$ cat src/rtl/iack_pkg.sv
package iack_pkg;

   typedef enum logic [1:0] {
      ST_IDLE = 2'd0,
      ST_ACK  = 2'd1,
      ST_DONE = 2'd2
   } iack_state_e;

   typedef enum logic [1:0] {
      RSP_NONE  = 2'd0,
      RSP_DEV   = 2'd1,
      RSP_AUTO  = 2'd2,
      RSP_CLASH = 2'd3
   } iack_rsp_e;

endpackage

$ cat src/rtl/iack_prio.sv
module iack_prio #(
   parameter int LVL_W  = 3,
   parameter bit NMI_EN = 1'b1
) (
   input  logic [LVL_W-1:0] ipl_n,
   input  logic [LVL_W-1:0] mask,
   output logic [LVL_W-1:0] level,
   output logic             pend
);
   logic above;

   assign level = ~ipl_n;
   assign above = (level > mask);

   generate
      if (NMI_EN) begin : g_nmi
         assign pend = above | (&level);
      end else begin : g_plain
         assign pend = above;
      end
   endgenerate
endmodule

$ cat src/rtl/iack_timer.sv
module iack_timer #(
   parameter int LIMIT = 64
) (
   input  logic clk,
   input  logic rst_n,
   input  logic run,
   output logic expired
);
   localparam int CNT_W = (LIMIT > 2) ? $clog2(LIMIT) : 1;

   logic [CNT_W-1:0] cnt_q;

   always_ff @(posedge clk or negedge rst_n) begin
      if (!rst_n)   cnt_q <= '0;
      else if (run) cnt_q <= cnt_q + 1'b1;
      else          cnt_q <= '0;
   end

   assign expired = run && (cnt_q == CNT_W'(LIMIT - 1));
endmodule

$ cat src/rtl/iack_resp.sv
module iack_resp
   import iack_pkg::*;
#(
   parameter int LVL_W      = 3,
   parameter int VEC_W      = 8,
   parameter int AUTO_BASE  = 24,
   parameter int SPUR_VEC   = 24
) (
   input  logic             dtack_n,
   input  logic             vpa_n,
   input  logic             expired,
   input  logic [LVL_W-1:0] level,
   input  logic [VEC_W-1:0] dev_vec,
   output logic             fire,
   output logic             clash,
   output logic [VEC_W-1:0] vec
);
   iack_rsp_e kind;

   always_comb begin
      unique case ({!dtack_n, !vpa_n})
         2'b10:   kind = RSP_DEV;
         2'b01:   kind = RSP_AUTO;
         2'b11:   kind = RSP_CLASH;
         default: kind = RSP_NONE;
      endcase
   end

   always_comb begin
      unique case (kind)
         RSP_DEV:  vec = dev_vec;
         RSP_AUTO: vec = VEC_W'(AUTO_BASE) + VEC_W'(level);
         default:  vec = VEC_W'(SPUR_VEC);
      endcase
   end

   assign clash = (kind == RSP_CLASH);
   assign fire  = (kind != RSP_NONE) || expired;
endmodule

$ cat src/rtl/iack_ctrl.sv
module iack_ctrl
   import iack_pkg::*;
#(
   parameter int ADDR_W    = 24,
   parameter int SR_W      = 16,
   parameter int LVL_W     = 3,
   parameter int VEC_W     = 8,
   parameter int MASK_LSB  = 8,
   parameter int SUP_BIT   = 13,
   parameter int TRC_BIT   = 15,
   parameter int AUTO_BASE = 24,
   parameter int SPUR_VEC  = 24,
   parameter int TIMEOUT   = 64,
   parameter bit NMI_EN    = 1'b1
) (
   input  logic              clk,
   input  logic              rst_n,
   input  logic [LVL_W-1:0]  ipl_n,
   input  logic [SR_W-1:0]   sr_in,
   input  logic              grant,
   output logic              int_req,
   output logic [ADDR_W-1:0] bus_addr,
   output logic              bus_strobe,
   input  logic [VEC_W-1:0]  bus_vec_in,
   input  logic              dtack_n,
   input  logic              vpa_n,
   output logic              ack_done,
   output logic [VEC_W-1:0]  vec_num,
   output logic [ADDR_W-1:0] vec_addr,
   output logic [SR_W-1:0]   sr_new,
   output logic [SR_W-1:0]   sr_saved,
   output logic              proto_err
);
   localparam int MASK_MSB = MASK_LSB + LVL_W - 1;
   localparam int PAD_W    = ADDR_W - VEC_W - 2;

   initial begin
      assert (ADDR_W >= VEC_W + 2) else $fatal(1, "address too narrow for vector table");
      assert (ADDR_W >= LVL_W + 2) else $fatal(1, "address too narrow for level field");
      assert (MASK_MSB < SR_W)     else $fatal(1, "mask field outside status word");
      assert (TIMEOUT >= 2)        else $fatal(1, "timeout too short");
      assert (AUTO_BASE + (1 << LVL_W) <= (1 << VEC_W)) else $fatal(1, "autovector overflows");
   end

   iack_state_e      state_q;
   logic [LVL_W-1:0] lvl_now, lvl_q;
   logic             pend;
   logic             expired, fire, clash;
   logic [VEC_W-1:0] vec_sel, vec_q;
   logic             err_q;
   logic [SR_W-1:0]  sr_q;
   logic [ADDR_W-1:0] ack_addr;
   logic             take;

   iack_prio #(.LVL_W(LVL_W), .NMI_EN(NMI_EN)) prio_i (
      .ipl_n (ipl_n),
      .mask  (sr_in[MASK_MSB:MASK_LSB]),
      .level (lvl_now),
      .pend  (pend)
   );

   iack_timer #(.LIMIT(TIMEOUT)) timer_i (
      .clk     (clk),
      .rst_n   (rst_n),
      .run     (state_q == ST_ACK),
      .expired (expired)
   );

   iack_resp #(
      .LVL_W(LVL_W), .VEC_W(VEC_W), .AUTO_BASE(AUTO_BASE), .SPUR_VEC(SPUR_VEC)
   ) resp_i (
      .dtack_n (dtack_n),
      .vpa_n   (vpa_n),
      .expired (expired),
      .level   (lvl_q),
      .dev_vec (bus_vec_in),
      .fire    (fire),
      .clash   (clash),
      .vec     (vec_sel)
   );

   assign take = (state_q == ST_IDLE) && grant && pend;

   always_ff @(posedge clk or negedge rst_n) begin
      if (!rst_n) begin
         state_q <= ST_IDLE;
         lvl_q   <= '0;
         sr_q    <= '0;
         vec_q   <= '0;
         err_q   <= 1'b0;
      end else begin
         unique case (state_q)
            ST_IDLE: if (take) begin
               state_q <= ST_ACK;
               lvl_q   <= lvl_now;
               sr_q    <= sr_in;
            end
            ST_ACK: if (fire) begin
               state_q <= ST_DONE;
               vec_q   <= vec_sel;
               err_q   <= clash;
            end
            default: state_q <= ST_IDLE;
         endcase
      end
   end

   // acknowledge address: level on bits [LVL_W:1], ones everywhere else
   generate
      for (genvar b = 0; b < ADDR_W; b++) begin : g_abit
         if (b >= 1 && b <= LVL_W) begin : g_lvl
            assign ack_addr[b] = lvl_q[b-1];
         end else begin : g_one
            assign ack_addr[b] = 1'b1;
         end
      end
   endgenerate

   // status word for handler entry
   always_comb begin
      sr_new                    = sr_q;
      sr_new[TRC_BIT]           = 1'b0;
      sr_new[SUP_BIT]           = 1'b1;
      sr_new[MASK_MSB:MASK_LSB] = lvl_q;
   end

   generate
      if (PAD_W > 0) begin : g_pad
         assign vec_addr = {{PAD_W{1'b0}}, vec_q, 2'b00};
      end else begin : g_nopad
         assign vec_addr = {vec_q, 2'b00};
      end
   endgenerate

   assign int_req    = pend;
   assign bus_strobe = (state_q == ST_ACK);
   assign bus_addr   = bus_strobe ? ack_addr : '0;
   assign ack_done   = (state_q == ST_DONE);
   assign vec_num    = vec_q;
   assign sr_saved   = sr_q;
   assign proto_err  = ack_done && err_q;
endmodule

$ cat config.mk
export PLATFORM = sky130hd
export DESIGN_NAME = iack_ctrl
export DESIGN_NICKNAME = d
export VERILOG_FILES = /design/src/rtl/iack_pkg.sv /design/src/rtl/iack_prio.sv /design/src/rtl/iack_timer.sv /design/src/rtl/iack_resp.sv /design/src/rtl/iack_ctrl.sv
export SDC_FILE = /design/constraint.sdc
export NUM_CORES = 1
export LEC_CHECK = 0
export BUFFER_PORTS_ARGS = -buffer_cell sky130_fd_sc_hd__clkbuf_2
export CAP_MARGIN = 20
export CORE_ASPECT_RATIO = 0.6
export CORE_MARGIN = 3
export CORE_UTILIZATION = 45
export CTS_CLUSTER_DIAMETER = 80
export DETAILED_ROUTE_END_ITERATION = 10
export GPL_ROUTABILITY_DRIVEN = 0
export GPL_TIMING_DRIVEN = 0
export PLACE_DENSITY_LB_ADDON = 0.25
export SETUP_SLACK_MARGIN = 0.15
export SYNTH_ARGS = -nofsm -noshare
export SYNTH_HDL_FRONTEND = slang
export SYNTH_SLANG_ARGS = --single-unit
$ cat constraint.sdc
create_clock -name clk -period 2.45 [get_ports clk]
set_input_delay 0.1225 -clock clk [delete_from_list [all_inputs] [get_ports clk]]
set_output_delay 0.1225 -clock clk [all_outputs]
set_load 0.1 [all_outputs]
# Word-level counts from Yosys, hierarchy flattened
# Cells that the tools add are included.
# classes
add_sub_neg	2
bitwise	2
eq_ne	11
magnitude_cmp	1
n_reduce_logical	13
mux	7
# op_table
operator	count
two-way mux 24 bit	1
one-hot mux 8 bit (2 select lines)	1
== test 2 bit, second input constant	5
adder 5 x 3 -> 6 bit, first input constant	1
adder 6 x 1 -> 6 bit, second input constant	1
== test 2 x 1 -> 1 bit, second input constant	3
== test 6 bit, second input constant	1
two-way mux 6 bit	1
one-hot mux 2 bit (3 select lines)	1
AND reduction 2 bit	3
logical AND 1 bit	4
two-way mux 2 bit	2
one-hot mux 2 bit (2 select lines)	1
> comparator 3 bit	1
inverter 3 bit	1
AND reduction 3 bit	1
zero test 1 bit	2
zero test 2 bit	1
inequality test 2 x 1 -> 1 bit, second input constant	1
inequality test 2 bit, second input constant	1
nonzero test 2 bit	1
logical OR 1 bit	1
OR 1 bit	1
# totals
elab_cells	42
ff_bits	36
inputBits	32
out_inout_bits	92

# Logic depth before layout (Yosys ltp)
# Gate-level depths: netlist of run 1.
# logic_depth
depth_word	7
mapped_depth	7
mapped_depth_nobuf	6

# Modules after synthesis
# From an unflattened synthesis of run 1, not the netlist that was laid out.
# unflattened
hier_cells	191
hier_area_um2	2168.3
# modules_own_cells
mod	n_inst	area_each_um2	cells_each	seq_area_each_um2
iack_ctrl	1	1657.8	133	750.7
iack_timer	1	270.3	24	150.1
iack_resp	1	148.9	21	0.0
iack_prio	1	91.3	13	0.0

# Worst setup path after synthesis of run 1
# No wires, ideal clock.
# synth_timing
path_kind	register to output
start	register state_q[0]
end	output proto_err
stages_incl_launch_ff	3
setup_slack_ns	-0.329
t_required_ns	2.328
t_arrival_ns	2.656
path_buffers	0
path_cell_list	dfrtp_1 > nor2b_1 > and2_1
# synth_between
elab_chain_cells	2
# synth_lines
element	line_no	source
start: declaration	iack_ctrl.sv:45	iack_state_e state_q;
start signal: assignment	iack_ctrl.sv:86	state_q <= ST_IDLE;
start signal: assignment	iack_ctrl.sv:94	state_q <= ST_ACK;
start signal: assignment	iack_ctrl.sv:99	state_q <= ST_DONE;
== test 2 bit	iack_ctrl.sv:138	assign ack_done = (state_q == ST_DONE);
net ack_done	iack_ctrl.sv:27	output logic ack_done,
logical AND 1 bit	iack_ctrl.sv:141	assign proto_err = ack_done && err_q;
end: declaration	iack_ctrl.sv:32	output logic proto_err
# The timed path passes the listed nets, and every way through them passes these cells.

# Worst setup path in the final report of run 1
# layout_timing
start	register state_q[0]
end	output bus_addr[3]
# layout_between
elab_chain_cells	2
# layout_lines
element	line_no	source
== test 2 x 1 -> 1 bit	iack_ctrl.sv:136	assign bus_strobe = (state_q == ST_ACK);
two-way mux 24 bit	iack_ctrl.sv:137	assign bus_addr = bus_strobe ? ack_addr : '0;
end: declaration	iack_ctrl.sv:22	output logic [ADDR_W-1:0] bus_addr,
# Every way passes these cells.

==> flow_metrics.env, run 1 <==
export IMPL_ios=124
export IMPL_seq_area_frac_synth_pct=43.30
export IMPL_maxUsedRoutingLayer="met4"
export IMPL_gr_total_overflow=0
export IMPL_wl_met1_um=1904
export IMPL_dr_wl_met2_um=2078
export IMPL_routed_wl_um=4420
export IMPL_finalCritPeriodShare_pct=89.18
export IMPL_final_nets=360
export IMPL_cts_setup_buffers=0
export IMPL_insertion_delay_ns=0.28
export IMPL_critPathCaptureType="output port"
export IMPL_rr_worst_depth=5
export IMPL_dr_wl_met3_um=429
export IMPL_track_usage_pct=15.81
export IMPL_worstPathMaxFanout=25
export IMPL_n_fill_cell=380
export IMPL_core_um2=4279
export IMPL_grt_pass1_vias=1521
export IMPL_wire_per_inst_um=11.60
export IMPL_numCtsBuffers=5
export IMPL_hold_viol=0
export IMPL_drtIter0Drc=35
export IMPL_drtPass1Iterations=4
export IMPL_grt_setup_unrepaired="yes"
export IMPL_vias=1634
export IMPL_antenna_cells=0
export IMPL_grt_max_degree=37
export IMPL_clockBufferDepth=2
export IMPL_ys_seq_elements=36
export IMPL_area_growth_pct=37.94
export IMPL_avgSynthCellArea_um2=10.89
export IMPL_whs_path_depth=2
export IMPL_die_h_um=58.67
export IMPL_max_slew_worst_pin_slew_ns=0.8852
export IMPL_root_buffer="clkbuf_8"
export IMPL_yosys_warnings=0
export IMPL_setup_violations=0
export IMPL_synth_cell_types=28
export IMPL_ff2ff_setup_slack_ns=0.62
export IMPL_cts_sinks=36
export IMPL_skew_ns=0.004692
export IMPL_viasPerCell=4.289
export IMPL_clkTransAtPathRegs_ns=0.07
export IMPL_max_freq_ghz=0.4577
export IMPL_dp_hpwl_um=3651
export IMPL_syn_inst=191
export IMPL_rows=18
export IMPL_hp_class="input port to flop"
export IMPL_status="finished clean"
export IMPL_die_area_um2=5502
export IMPL_maxSlewViolCount=0
export IMPL_die_x_um=93.79
export IMPL_place_port_buffers=105
export IMPL_drive_gt1_share_pct=64.17
export IMPL_cts_tree="done"
export IMPL_cp_required_ns=2.33
export IMPL_synth_area_um2=2081
export IMPL_tns_ns=0
export IMPL_grt_pass1_wl_um=6920
export IMPL_drv_cap=0
export IMPL_max_slew_margin_pct=40.99
export IMPL_fin_crit_ns=2.185
export IMPL_htree_levels=2
export IMPL_critPathArrivalTime_ns=2.06
export IMPL_cts_resized=0
export IMPL_antenna_found_initial=0
export IMPL_ant_nets=0
export IMPL_crit_path_start_kind="flop"
export IMPL_worstSetupPathType="flop to output port"
export IMPL_drc=0
export IMPL_start_util_pct=48.63
## layout by cell type (no fill, tap or decap), types with 4 or more instances in the layout
cell / count
clkbuf_2: 105
inv_1: 8
mux2_2: 26
nor2_1: 4
and3_1: 4
nand2_1: 7
dfrtp_1: 36
clkbuf_8: 5
nor2b_1: 4
ha_1: 8
buf_4: 58
conb_1: 18
## worst max-delay path, cell delays in order, from the launching register on
cell and delay (ns):
dfrtp_1 0.40, nand2b_1 0.08, buf_2 0.26, clkinvlp_4 0.39, and2_1 0.28, clkbuf_2 0.36
## synth_stat cells (all sizes together)
cell type	number	share of area, %
a22oi	3	1.1
o21ai	2	0.48
nand3	3	0.72
xor2	2	0.84
nor2	6	1.1
ha	8	4.8
xnor2	1	0.42
a21oi	4	1.5
nor3b	1	0.36
buf	61	22
nand2	7	1.3
conb	2	0.36
nand2b	1	0.30
nand3b	1	0.36
nor2b	5	1.5
mux2	26	14
or2	2	0.72
nor3	1	0.24
mux2i	1	0.48
inv	9	1.6
a32oi	1	0.42
or3	1	0.30
and2	3	0.90
dfrtp	36	43
and3	4	1.2
## registers in the layout, indices dropped and copies added (netlist names)
register       flops
sr_saved          16
err_q              1
timer_i.cnt_q      6
vec_num            8
lvl_q              3
state_q            2
## cell families (layout without fill, tap and decap cells)
| logic type | count (synthesis) | after routing | synth area share, % |
|---|---|---|---|
| buffers and inverters | 70 | 184 | 23.27 |
| DFF | 36 | 36 | 43.30 |
| and+or+nand+nor | 35 | 35 | 8.960 |
| muxes | 27 | 27 | 14.55 |
| AOI/OAI and AO/OA | 10 | 10 | 3.488 |
| adders and majority gates | 8 | 8 | 4.811 |
| xor gates and xnor gates | 3 | 3 | 1.263 |
| other | 2 | 18 | 0.3609 |
## routing by layer
layer | track usage (%) | vias up
met5 | 0 | -
li1 | - | 808
met4 | 3.086 | 0
met3 | 5.492 | 2
met2 | 26.24 | 66
met1 | 20.39 | 758
## through the flow
step	area (um^2)	hold WS, ns	instances	setup WS [ns]	util [%]
6_report	2870	0.07186	381	0.2650	67.08
5_1_grt	2870	0.06160	381	0.1319	67.08
4_1_cts	2870	0.06465	381	0.2529	67.08
3_5_place_dp	2753	0.2867	372	0.5715	64.33
3_3_place_gp	2753	0.2827	372	0.6141	64.33
2_1_floorplan	2152	-0.1731	207	0.2429	-
## worst paths after layout
check,end,from
worst min register to register,timer_i.cnt_q[0],timer_i.cnt_q[0]
min in group asynchronous,vec_num[4],rst_n
max in group asynchronous,sr_saved[12],rst_n
worst max-delay path,bus_addr[3],state_q[0]
worst min-delay path,sr_saved[11],sr_in[11]
worst max register to register,vec_num[6],timer_i.cnt_q[0]
## timing repair
| action | CTS | global route |
|---|---|---|
| setup endpoints to repair | 0 | 1 |
| hold buffers | 1 | 0 |
| hold endpoints to repair | 36 | 0 |
## final cells by class
type	instances	area (um^2)	share of cell area [%]
repair buffers	106	535.5	18.66
clock inverters	2	35.03	1.221
well taps	60	75.07	2.616
clock buffers	6	72.57	2.528
inverters	9	37.54	1.308
multi-input cells	101	763.2	26.59
flip-flops and latches	36	900.9	31.39
plain buffers	61	450.4	15.69
Power of run 1 is not shown: default switching activity piles up to over one toggle a cycle in this logic, so the estimate is an artifact.
==> run 2: changes to the inputs <==
CORE_MARGIN = 1   (was 3)
GPL_TIMING_DRIVEN = not set   (was 0)
==> flow_metrics.env, run 2 (synthesized netlist as in run 1, its figures left out) <==
export IMPL_dp_hpwl_um=2914
export IMPL_grt_pass1_wl_um=5720
export IMPL_setup_violations=0
export IMPL_insertion_delay_ns=0.29
export IMPL_area_growth_pct=16.84
export IMPL_dr_wl_met3_um=298
export IMPL_skew_ns=0.005576
export IMPL_cts_tree="done"
export IMPL_antenna_found_initial=0
export IMPL_crit_path_start_kind="flop"
export IMPL_maxUsedRoutingLayer="met4"
export IMPL_viasPerCell=4.414
export IMPL_largest_reg_flops=16
export IMPL_grt_max_degree=37
export IMPL_cp_required_ns=2.33
export IMPL_ant_nets=0
export IMPL_dp_slack_ns=0.2367
export IMPL_grt_setup_unrepaired="no"
export IMPL_drc=0
export IMPL_final_nets=300
export IMPL_antenna_cells=0
export IMPL_clockBufferDepth=2
export IMPL_finalWorstSetupSlack_ns=0.5520
export IMPL_cts_sinks=36
export IMPL_hold_viol=0
export IMPL_post_route_util_pct=56.81
export IMPL_postCtsHoldBufs=1
export IMPL_critPathCaptureType="output port"
export IMPL_vias=1417
export IMPL_gr_total_overflow=0
export IMPL_hp_class="input port to flop"
export IMPL_maxSlewViolCount=0
export IMPL_drive_gt1_share_pct=56.32
export IMPL_n_fill_cell=399
export IMPL_root_buffer="clkbuf_8"
export IMPL_cts_setup_buffers=0
export IMPL_layout_commonest_cell="clkbuf_2"
export IMPL_core_um2=4279
export IMPL_wl_met1_um=1771
export IMPL_critPathArrivalTime_ns=1.78
export IMPL_finalCritPeriodShare_pct=77.47
export IMPL_place_port_buffers=105
export IMPL_drtIter0Drc=26
export IMPL_max_freq_ghz=0.5269
export IMPL_dr_wl_met2_um=1673
export IMPL_fin_crit_ns=1.898
export IMPL_track_usage_pct=15.54
export IMPL_die_x_um=89.79
export IMPL_drtPass1Iterations=2
export IMPL_die_h_um=54.67
export IMPL_tns_ns=0
export IMPL_max_slew_margin_pct=33.72
export IMPL_grt_pass1_vias=1169
export IMPL_final_cell_mix="clkbuf_2 (105), dfrtp_1 (36), mux2_2 (26)"
export IMPL_ios=124
export IMPL_start_util_pct=48.63
export IMPL_rows=18
export IMPL_worstSetupPathType="flop to output port"
export IMPL_status="finished clean"
export IMPL_worstPathMaxFanout=25
export IMPL_cts_resized=0
export IMPL_die_area_um2=4909
export IMPL_clkTransAtPathRegs_ns=0.07
export IMPL_numCtsBuffers=5
export IMPL_routed_wl_um=3781
export IMPL_htree_levels=2
export IMPL_max_slew_worst_pin_slew_ns=0.9941
export IMPL_wire_per_inst_um=11.78
export IMPL_drv_cap=0
[run 2: cell types whose count changed in the layout (fill, tap and decap cells not counted)]
cell	delta
o21ai_2	+1
buf_4	-57
buf_2	-3
o21ai_0	-1
[run 2: metrics by stage]
| stage | instances | cell area (um^2) | hold slack, ns |
|---|---|---|---|
| 4_1_cts | 321 | 2431 | 0.04508 |
| 2_1_floorplan | 207 | 2152 | -0.1731 |
| 3_3_place_gp | 312 | 2313 | 0.2964 |
| 6_report | 321 | 2431 | 0.04513 |
| 5_1_grt | 321 | 2431 | 0.04758 |
| 3_5_place_dp | 312 | 2313 | 0.2984 |
[run 2: path summary, 6_finish.rpt]
check / slack, ns / end / start / depth (start not counted)
setup reg to reg: 0.63 / vec_num[0] / timer_i.cnt_q[0] / 5
setup / recovery: 0.55 / bus_addr[3] / state_q[0] / 4
min in group asynchronous: 0.48 / sr_saved[1] / rst_n / 2
hold reg to reg: 0.46 / timer_i.cnt_q[0] / timer_i.cnt_q[0] / 1
max in group asynchronous: 1.41 / sr_saved[3] / rst_n / 2
hold / removal: 0.05 / lvl_q[0] / ipl_n[0] / 2
[run 2: worst max-delay path, cell delays in order (launching register included)]
cell and delay (ns):
dfrtp_1 0.40, nand2b_1 0.15, clkinvlp_4 0.31, and2_1 0.27
clkbuf_2 0.36
[run 2: cell type report]
class / instances / area (um^2) / share of cell area, %
sequential: 36 / 900.9 / 37.06
multi-input combinational: 101 / 767.0 / 31.55
timing repair buffer: 107 / 543.0 / 22.34
tap: 60 / 75.07 / 3.088
clock buffer: 6 / 72.57 / 2.985
inverter: 9 / 37.54 / 1.544
clock inverter: 2 / 35.03 / 1.441
[run 2: per-layer routing]
metal	vias up	track usage [%]
li1	684	-
met1	660	20.33
met2	67	23.59
met3	6	5.694
met4	0	6.557
met5	-	0
Power of run 2 is left out for the same reason.
